`config.mk`:
```
export PLATFORM = sky130hd
export DESIGN_NAME = lsf_top
export DESIGN_NICKNAME = d
export VERILOG_FILES = /design/src/rtl/lsf_pkg.sv /design/src/rtl/lsf_test_reg.sv /design/src/rtl/lsf_src_mux.sv /design/src/rtl/lsf_shift.sv /design/src/rtl/lsf_top.sv
export SDC_FILE = /design/constraint.sdc
export NUM_CORES = 1
export LEC_CHECK = 0
export BUFFER_PORTS_ARGS = -buffer_cell sky130_fd_sc_hd__buf_2
export CAP_MARGIN = 20
export CORE_MARGIN = 4
export CORE_UTILIZATION = 46
export DETAILED_ROUTE_END_ITERATION = 12
export PLACE_DENSITY = 0.85
export SLEW_MARGIN = 40
export SYNTH_ARGS = -nofsm -noshare
export SYNTH_HDL_FRONTEND = slang
export SYNTH_SLANG_ARGS = --single-unit
export TNS_END_PERCENT = 30
```
`constraint.sdc`:
```
create_clock -name clk -period 1.9 [get_ports clk]
set_input_delay 0.19 -clock clk [delete_from_list [all_inputs] [get_ports clk]]
set_output_delay 0.19 -clock clk [all_outputs]
set_load 0.1 [all_outputs]
```
`src/rtl/lsf_pkg.sv`:
```
package lsf_pkg;

    // Test-register valid mode
    typedef enum logic {
        EN_PULSE = 1'b0,
        EN_LEVEL = 1'b1
    } lsf_en_mode_e;

    // Incoming sample format
    typedef enum logic {
        FMT_TWOS   = 1'b0,
        FMT_OFFSET = 1'b1
    } lsf_fmt_e;

    // Offset binary to two's complement: flip the sign bit
    function automatic logic [63:0] lsf_msb_mask(input int unsigned width, input logic on);
        logic [63:0] m;
        m = '0;
        if (on) m[width-1] = 1'b1;
        return m;
    endfunction

endpackage

```
`src/rtl/lsf_test_reg.sv`:
```
module lsf_test_reg #(
    parameter int DATA_W = 16
) (
    input  logic              clk,
    input  logic              rst_n,
    input  logic              wr_en,
    input  logic [DATA_W-1:0] wr_data,
    input  logic              en_mode,
    input  logic              en_n,
    output logic [DATA_W-1:0] tst_data,
    output logic              tst_valid
);
    import lsf_pkg::*;

    typedef struct packed {
        logic [DATA_W-1:0] word;
    } treg_t;

    treg_t st_d, st_q;

    always_comb begin
        st_d = st_q;
        if (wr_en) st_d.word = wr_data;
    end

    always_ff @(posedge clk or negedge rst_n) begin
        if (!rst_n) st_q <= '0;
        else        st_q <= st_d;
    end

    // Write-through so a pulse carries the word being written
    always_comb begin
        tst_data = wr_en ? wr_data : st_q.word;
        unique case (lsf_en_mode_e'(en_mode))
            EN_PULSE: tst_valid = wr_en;
            EN_LEVEL: tst_valid = ~en_n;
            default:  tst_valid = 1'b0;
        endcase
    end

endmodule

```
`src/rtl/lsf_src_mux.sv`:
```
module lsf_src_mux #(
    parameter int DATA_W  = 16,
    parameter int NUM_BUS = 4,
    parameter int SEL_W   = 3
) (
    input  logic [NUM_BUS*DATA_W-1:0] bus_in,
    input  logic [SEL_W-1:0]          sel,
    input  logic [DATA_W-1:0]         tst_data,
    input  logic                      tst_valid,
    input  logic                      offset_bin,
    output logic [DATA_W-1:0]         data,
    output logic                      valid
);
    import lsf_pkg::*;

    localparam logic [SEL_W-1:0] TEST_CODE = SEL_W'(NUM_BUS);

    logic [DATA_W-1:0] bus_arr [NUM_BUS];
    logic [DATA_W-1:0] raw;
    logic              hit;
    logic [63:0]       mask;

    for (genvar gi = 0; gi < NUM_BUS; gi++) begin : g_unpack
        assign bus_arr[gi] = bus_in[gi*DATA_W +: DATA_W];
    end

    always_comb begin
        raw   = '0;
        valid = 1'b0;
        hit   = 1'b0;
        for (int i = 0; i < NUM_BUS; i++) begin
            if (sel == SEL_W'(i)) begin
                raw   = bus_arr[i];
                valid = 1'b1;
                hit   = 1'b1;
            end
        end
        if (sel == TEST_CODE) begin
            raw   = tst_data;
            valid = tst_valid;
            hit   = 1'b1;
        end
        mask = lsf_msb_mask(DATA_W, hit && (lsf_fmt_e'(offset_bin) == FMT_OFFSET));
        data = raw ^ mask[DATA_W-1:0];
    end

endmodule

```
`src/rtl/lsf_shift.sv`:
```
module lsf_shift #(
    parameter int EXP_W = 3
) (
    input  logic [EXP_W-1:0] exponent,
    input  logic [EXP_W-1:0] sat_level,
    output logic [EXP_W-1:0] shift_code
);
    always_comb begin
        shift_code = exponent + ~sat_level;   // wraps modulo 2**EXP_W
    end
endmodule

```
`src/rtl/lsf_top.sv`:
```
module lsf_top #(
    parameter int DATA_W  = 16,
    parameter int NUM_BUS = 4,
    parameter int EXP_W   = 3
) (
    input  logic                      clk,
    input  logic                      rst_n,
    input  logic [NUM_BUS*DATA_W-1:0] bus_in,
    input  logic                      tst_wr_en,
    input  logic [DATA_W-1:0]         tst_wr_data,
    input  logic [2:0]                cfg_src,
    input  logic                      cfg_offset_bin,
    input  logic                      cfg_en_mode,
    input  logic                      cfg_en_n,
    input  logic [EXP_W-1:0]          cfg_sat,
    input  logic [EXP_W-1:0]          exp_in,
    output logic [DATA_W-1:0]         out_sample,
    output logic                      out_valid,
    output logic [EXP_W-1:0]          out_shift
);
    localparam int SEL_W = 3;

    typedef struct packed {
        logic [DATA_W-1:0] sample;
        logic              valid;
        logic [EXP_W-1:0]  shift;
    } out_t;

    out_t o_d, o_q;

    logic [DATA_W-1:0] tst_data;
    logic              tst_valid;
    logic [DATA_W-1:0] mux_data;
    logic              mux_valid;
    logic [EXP_W-1:0]  shift_c;

    lsf_test_reg #(.DATA_W(DATA_W)) u_treg (
        .clk       (clk),
        .rst_n     (rst_n),
        .wr_en     (tst_wr_en),
        .wr_data   (tst_wr_data),
        .en_mode   (cfg_en_mode),
        .en_n      (cfg_en_n),
        .tst_data  (tst_data),
        .tst_valid (tst_valid)
    );

    lsf_src_mux #(.DATA_W(DATA_W), .NUM_BUS(NUM_BUS), .SEL_W(SEL_W)) u_mux (
        .bus_in     (bus_in),
        .sel        (cfg_src),
        .tst_data   (tst_data),
        .tst_valid  (tst_valid),
        .offset_bin (cfg_offset_bin),
        .data       (mux_data),
        .valid      (mux_valid)
    );

    lsf_shift #(.EXP_W(EXP_W)) u_shift (
        .exponent   (exp_in),
        .sat_level  (cfg_sat),
        .shift_code (shift_c)
    );

    always_comb begin
        o_d        = o_q;
        o_d.sample = mux_data;
        o_d.valid  = mux_valid;
        o_d.shift  = shift_c;
    end

    always_ff @(posedge clk or negedge rst_n) begin
        if (!rst_n) o_q <= '0;
        else        o_q <= o_d;
    end

    assign out_sample = o_q.sample;
    assign out_valid  = o_q.valid;
    assign out_shift  = o_q.shift;

endmodule

```
==> impl_metrics.sql, run 1 <==
INSERT INTO impl_metrics (metric_group, metric, value, unit) VALUES
('logic_synthesis', 'seq_area_frac_synth', '48.0', '%'),
('power_and_ir_drop', 'peakVddDrop', '0.370', 'mV'),
('floorplanning', 'design.portCount', '115', ''),
('setup_path', 'timing.reg2reg.setup_slack', '0.76', 'ns'),
('setup_path', 'timing.critical_path.depth', '1', ''),
('min_path', 'worst_hold_path_type', 'input pin to flop', ''),
('route', 'ant_nets', '0', ''),
('sta', 'layout_worst_path_cycle_share', '65.9', '%'),
('grt', 'grt_pass1_wl', '7620', 'um'),
('clock_tree', 'cts_max_path_buffers', '2', ''),
('power_and_ir_drop', 'power_leakage', '1.30', 'nW'),
('setup_path', 'worst_r2r_startpoint', 'u_treg.st_q[6]', ''),
('route', 'finalWirelength', '4910', 'um'),
('min_path', 'hold_path_startpoint', 'exp_in[0]', ''),
('sta', 'finalHoldViolCount', '0', ''),
('grt', 'vias_in_the_first_global_route', '1633', ''),
('flow_run', 'max-cap-violations', '0', ''),
('sta', 'hold-worst-slack', '0.119', 'ns'),
('sta', 'unrepaired_setup_endpoints_after_global_routing', 'no', ''),
('logic_synthesis', 'yosysTopAreaCellShare', '48.0', '%'),
('placed_design', 'count_of_port_buffers_added_during_placement', '114', ''),
('setup_path', 'cp_data_arrival_time', '1.06', 'ns'),
('route', 'wire_per_inst', '16.1', 'um'),
('route', 'vias_per_cell', '5.36', ''),
('logic_synthesis', 'ys_ff_latch', '36', ''),
('finish', 'antennaDiodeCount', '0', ''),
('power_and_ir_drop', 'p_per_area', '832', 'nW/um^2'),
('setup_path', 'cp_cell_sequence', 'buf_2', ''),
('sta', 'final.setup.tns', '0', 'ns'),
('route', 'detail_route.first_pass.iterations', '4', ''),
('logic_synthesis', 'netlist_area', '1880', 'sq um'),
('clock_tree', 'tritoncts', 'built', ''),
('sta', 'max_freq', '799', 'MHz'),
('finish', 'utilization', '67.4', '%'),
('grt', 'gr-max-usage-layer', 'met2', ''),
('grt', 'grt_start_max_net_pins', '37', ''),
('setup_path', 'r2r_end', 'out_sample[6]', ''),
('setup_path', 'timing.critical_path.fanout_max', '1', ''),
('finish', 'areaGrowthSynthToFinish', '36.5', '%'),
('clock_tree', 'cts-htree-levels', '2', ''),
('outcome', 'status', 'complete, no violations', ''),
('setup_path', 'kind_of_end_point_of_the_critical_path', 'primary output', ''),
('sta', 'slew_headroom', '63.0', '%'),
('min_path', 'hold-path-cell-count', '2', ''),
('grt', 'grt_util_all_layers', '19.4', '%'),
('floorplanning', 'fp.dieH', '71.9', 'um'),
('finish', 'fin_nets', '353', ''),
('grt', 'gr-total-overflow', '0', ''),
('finish', 'final_common_cell', 'buf_2', ''),
('floorplanning', 'row_count', '22', ''),
('logic_synthesis', 'synth.net_count', '241', ''),
('sta', 'setup_viol_count_final', '0', ''),
('logic_synthesis', 'yosysUniqueCellTypes', '30', ''),
('sta', 'skew', '0.00446', 'ns'),
('setup_path', 'critPathSlowestCell', 'buf_2', ''),
('setup_path', 'critPathBufInv', '1', ''),
('setup_path', 'timing.critical_path.max_delay_family', 'buffers and inverters', ''),
('finish', 'layout.filler_cells', '293', ''),
('clock_tree', 'post_cts_resize_count', '0', ''),
('logic_synthesis', 'synth-warning-count', '0', ''),
('logic_synthesis', 'netlist_top_cells_area', 'dfrtp_1 48%, mux2_1 7.2%, mux2i_1 6.9%', ''),
('floorplanning', 'die_width', '71.9', 'um'),
('setup_path', 'crit_path_kind', 'flop to primary output', ''),
('grt', 'gr-usage-met2', '33.1', '%'),
('route', 'vias', '1635', ''),
('clock_tree', 'cts_root_buf', 'clkbuf_8', ''),
('sta', 'worst_margin_slew', '0.554', 'ns'),
('clock_tree', 'cts.sink_count', '36', ''),
('setup_path', 'crit_path_start_kind', 'flop', ''),
('placed_design', 'place_hpwl', '3920', 'um'),
('floorplanning', 'placeableCoreArea', '3800', 'sq um');
-- state kept, by name (all words and copies together) (netlist names) --
| signal | cells |
|---|---|
| out_shift | 3 |
| out_valid | 1 |
| out_sample | 16 |
| u_treg.st_q | 16 |
-- final cells by class --
type                            instances  area, sq um  share of cell area [%]
Inverter                                4         15.0                   0.586
Sequential cell                        36          901                    35.2
Tap cell                               48         60.1                    2.34
Multi-Input combinational cell         91          886                    34.6
Clock buffer                            7         86.3                    3.37
Clock inverter                          1         7.51                   0.293
Timing Repair Buffer                  118          606                    23.6
-- what timing repair did --
item	in CTS	in global routing
hold endpoints to repair	33	0
hold buffers	1	0
setup buffers	0	0
-- power by group --
group / internal (mW) / switching (mW)
combinational: 0.216 / 0.496
sequential: 0.842 / 0.0183
clock: 0.294 / 0.264
-- worst max path at each step --
stage                                end          start
after global routing      out_sample[13]     cfg_src[0]
final                      out_sample[9]  out_sample[9]
after floorplan           out_sample[11]      tst_wr_en
after detailed placement  out_sample[13]     cfg_src[0]
after global placement    out_sample[13]     cfg_src[0]
after CTS                  out_sample[9]  out_sample[9]
-- cells by family (layout without fill, tap and decap cells) --
family / count (synthesis) / in the layout / synth area share [%]
AOI/OAI and AO/OA: 35 / 35 / 14.5
xor gates and xnor gates: 3 / 3 / 1.40
adders and majority gates: 2 / 2 / 1.73
buffers and inverters: 17 / 130 / 4.80
DFF: 36 / 36 / 48.0
muxes: 35 / 35 / 24.1
and+or+nand+nor: 16 / 16 / 5.47
-- stage by stage --
step | worst slack [ns] | power [mW] | cells | cell area (sq um)
3_5_place_dp | 0.404 | 1.59 | 296 | 2450
5_1_grt | 0.567 | 2.22 | 305 | 2560
6_report | 0.649 | 2.13 | 305 | 2560
4_1_cts | 0.637 | 2.15 | 305 | 2560
2_1_floorplan | 0.663 | 1.39 | 144 | 1880
3_3_place_gp | 0.451 | 1.58 | 296 | 2450
-- Yosys cell counts, types with 2 or more instances --
cell type	count
a22oi_1	9
a2bb2oi_1	9
a31o_1	6
buf_2	6
buf_4	2
clkbuf_1	3
dfrtp_1	36
inv_1	4
mux2_1	12
mux2_2	4
mux2i_1	13
mux4_1	2
mux4_2	4
nand2_1	2
nor2b_1	8
o22ai_1	9
xnor2_1	2
-- routing by layer --
layer,share of wire [%],routed length [um],vias to the layer above
li1,-,-,772
met1,36,1790,775
met2,54,2640,74
met3,6.7,330,14
met4,3.0,148,0
met5,0,0,-
No activity file was read; power rests on OpenSTA's default activity.
==> inputs of run 2 (changes only) <==
Settings changed: CORE_UTILIZATION 46 to 39, PLACE_DENSITY 0.85 to 0.77.
Clock period 1.9 ns to 1.1 ns, I/O delays scaled along.
==> run 2 against run 1 <==
The flow now finishes with violations (setup timing). Global-route usage fell by 2.3 points. Setup slack lost 0.66 ns. Count of clock-buffer cells in the layout shrank 2. Sequential power rose by 78%. Via count is 0.92% lower. Combinational power up 110%. Clock power up 100%. Utilization is 0.98 points lower. Routed wire length is 6.9% higher. Power up 96%. Cell area up 17%. Largest power group unchanged.
==> impl_metrics.sql, run 2 (same netlist as run 1, synthesis figures left out) <==
INSERT INTO impl_metrics (metric_group, metric, value, unit) VALUES
('outcome', 'status', 'finished, violations left', ''),
('outcome', 'violations', 'setup timing', ''),
('flow_run', 'max-cap-violations', '0', ''),
('min_path', 'hold_end', 'out_shift[0]', ''),
('power_and_ir_drop', 'seq_power_share', '36.7', '%'),
('power_and_ir_drop', 'total_switching_power', '1.40', 'mW'),
('finish', 'final_common_cell', 'buf_2', ''),
('sta', 'finalCriticalPeriod', '1.11', 'ns'),
('sta', 'worst_margin_slew', '0.460', 'ns'),
('sta', 'unrepaired_setup_endpoints_after_global_routing', 'yes', ''),
('finish', 'multi_input_area', '926', 'sq um'),
('power_and_ir_drop', 'peakVddDrop', '0.860', 'mV'),
('power_and_ir_drop', 'sw_frac_of_total', '33.6', '%'),
('setup_path', 'kind_of_end_point_of_the_critical_path', 'flop', ''),
('floorplanning', 'design.die.area', '5990', 'sq um'),
('power_and_ir_drop', 'power.share.combinational', '36.5', '%'),
('floorplanning', 'fp.dieH', '77.4', 'um'),
('clock_tree', 'post_cts.repair.setup_buffers', '0', ''),
('placed_design', 'gpl.final_weighted_congestion', '0.771', ''),
('route', 'vias', '1620', ''),
('clock_tree', 'cts.sink_count', '36', ''),
('placed_design', 'count_of_port_buffers_added_during_placement', '114', ''),
('sta', 'slew_violations', '0', ''),
('finish', 'fin_nets', '360', ''),
('route', 'vias_per_cell', '5.13', ''),
('sta', 'setup_viol_count_final', '1', ''),
('floorplanning', 'row_count', '24', ''),
('route', 'wire_per_inst', '16.6', 'um'),
('route', 'drc_markers', '0', ''),
('power_and_ir_drop', 'p_per_area', '1390', 'nW/um^2'),
('clock_tree', 'tritoncts', 'built', ''),
('sta', 'max_freq', '901', 'MHz'),
('sta', 'final.setup.tns', '-0.00997', 'ns'),
('floorplanning', 'die_width', '77.4', 'um'),
('finish', 'most-common-layout-cells', '93 x buf_2, 36 x dfrtp_1, 21 x buf_12, 13 x mux2i_1, 11 x mux2_1', ''),
('min_path', 'worst_hold_path_type', 'input pin to flop', ''),
('finish', 'antennaDiodeCount', '0', ''),
('power_and_ir_drop', 'power_leakage', '1.45', 'nW'),
('route', 'ant_nets', '0', ''),
('finish', 'seqCellArea', '901', 'sq um'),
('min_path', 'hold_path_startpoint', 'exp_in[0]', ''),
('sta', 'layout_worst_path_cycle_share', '101', '%'),
('finish', 'layout.filler_cells', '336', ''),
('setup_path', 'cp_data_arrival_time', '1.26', 'ns'),
('grt', 'grt_pass1_wl', '8080', 'um'),
('route', 'detail_route.iter0.violations', '74', ''),
('setup_path', 'worst-endpoint-required', '1.25', 'ns'),
('finish', 'areaGrowthSynthToFinish', '59.5', '%'),
('sta', 'skew', '0.00357', 'ns'),
('route', 'detail_route.first_pass.iterations', '4', ''),
('setup_path', 'timing.reg2reg.setup_slack', '-0.01', 'ns'),
('min_path', 'hold-path-cell-count', '2', ''),
('sta', 'slew_headroom', '69.2', '%'),
('setup_path', 'crit_path_start_kind', 'flop', ''),
('clock_tree', 'cts-htree-levels', '2', ''),
('sta', 'finalHoldViolCount', '0', ''),
('power_and_ir_drop', 'intPower', '2.77', 'mW'),
('finish', 'utilization', '66.4', '%'),
('route', 'finalWirelength', '5250', 'um'),
('floorplanning', 'initial_utilization', '41.7', '%'),
('grt', 'vias_in_the_first_global_route', '1648', ''),
('clock_tree', 'cts_inserted_buffers', '5', ''),
('clock_tree', 'clock_latency', '0.27', 'ns'),
('setup_path', 'worstRegToRegCells', '3', ''),
('setup_path', 'worst_r2r_startpoint', 'u_treg.st_q[6]', ''),
('grt', 'grt_antenna_before_repair', '0', ''),
('power_and_ir_drop', 'clock_power_share', '26.8', '%'),
('setup_path', 'crit_path_kind', 'flop to flop', ''),
('floorplanning', 'placeableCoreArea', '4500', 'sq um'),
('grt', 'grt_start_max_net_pins', '21', ''),
('setup_path', 'r2r_end', 'out_sample[6]', ''),
('grt', 'gr-total-overflow', '0', ''),
('floorplanning', 'design.portCount', '115', ''),
('sta', 'final_critical_path_setup_slack', '-0.00997', 'ns'),
('clock_tree', 'cts_root_buf', 'clkbuf_8', ''),
('grt', 'grt_util_all_layers', '17.0', '%'),
('finish', 'drive_above_1_share', '56.8', '%'),
('clock_tree', 'cts_max_path_buffers', '2', ''),
('clock_tree', 'clkTransAtPathRegs', '0.07', 'ns'),
('placed_design', 'place_hpwl', '4370', 'um'),
('setup_path', 'timing.critical_path.fanout_max', '2', '');
[run 2: changes by cell type in the layout (fill, tap and decap cells not counted), moves of 2 or more]
cell and delta:
nor2b_1 -2, a22oi_1 -6, a22oi_2 +6, nor2b_2 +2, buf_4 +4, buf_12 +21, buf_2 -20
[run 2: critical path, stage by stage, from the launching register on]
cell     delay (ns)
dfrtp_1        0.36
mux2_1         0.32
a22oi_1        0.20
o22ai_1        0.12
[run 2: power by group through the flow]
stage | logic (mW) | clock network (mW) | registers, mW
after floorplan | 0.343 | 0 | 2.06
after global placement | 1.48 | 0 | 1.55
after detailed placement | 1.50 | 0 | 1.56
after CTS | 1.52 | 1.15 | 1.54
after global routing | 1.60 | 1.22 | 1.55
final | 1.52 | 1.12 | 1.53
[run 2: per-layer routing]
layer | global-route usage, % | vias up | routed length [um]
met5 | 0 | - | 0
met2 | 30.1 | 58 | 2870
li1 | - | 784 | -
met1 | 20.9 | 770 | 2050
met3 | 3.01 | 8 | 224
met4 | 5.87 | 0 | 102
[run 2: cell type report]
| cell class | count | share of cell area (%) |
|---|---|---|
| tap | 52 | 2.17 |
| multi-input combinational | 91 | 30.9 |
| inverter | 4 | 0.502 |
| clock buffer | 5 | 2.30 |
| clock inverter | 3 | 1.42 |
| timing repair buffer | 125 | 32.6 |
| sequential | 36 | 30.1 |
[run 2: how the worst max path moves through the flow]
stage,start,end
2_1_floorplan,cfg_src[0],out_sample[10]
5_1_grt,u_treg.st_q[6],out_sample[6]
3_5_place_dp,cfg_src[0],out_sample[2]
3_3_place_gp,cfg_src[0],out_sample[4]
6_report,u_treg.st_q[6],out_sample[6]
4_1_cts,u_treg.st_q[9],out_sample[9]
[run 2: what timing repair did]
| action | CTS | global route |
|---|---|---|
| gates resized for setup | 4 | 9 |
| endpoints found under the hold margin | 28 | 0 |
| pin swaps | 0 | 1 |
| hold buffers | 1 | 0 |
| setup endpoints to repair | 4 | 10 |
[run 2: stage by stage]
step / total power, mW / cells / area [sq um] / setup slack, ns / hold WS (ns)
after floorplan: 2.41 / 144 / 1890 / -0.0180 / -0.186
after global placement: 3.04 / 307 / 2830 / -0.215 / 0.0175
after detailed placement: 3.06 / 307 / 2830 / -0.297 / 0.0136
after CTS: 4.20 / 316 / 2960 / -0.0159 / 0.0575
after global routing: 4.36 / 316 / 2990 / -0.0311 / 0.0640
final: 4.17 / 316 / 2990 / -0.00997 / 0.0608
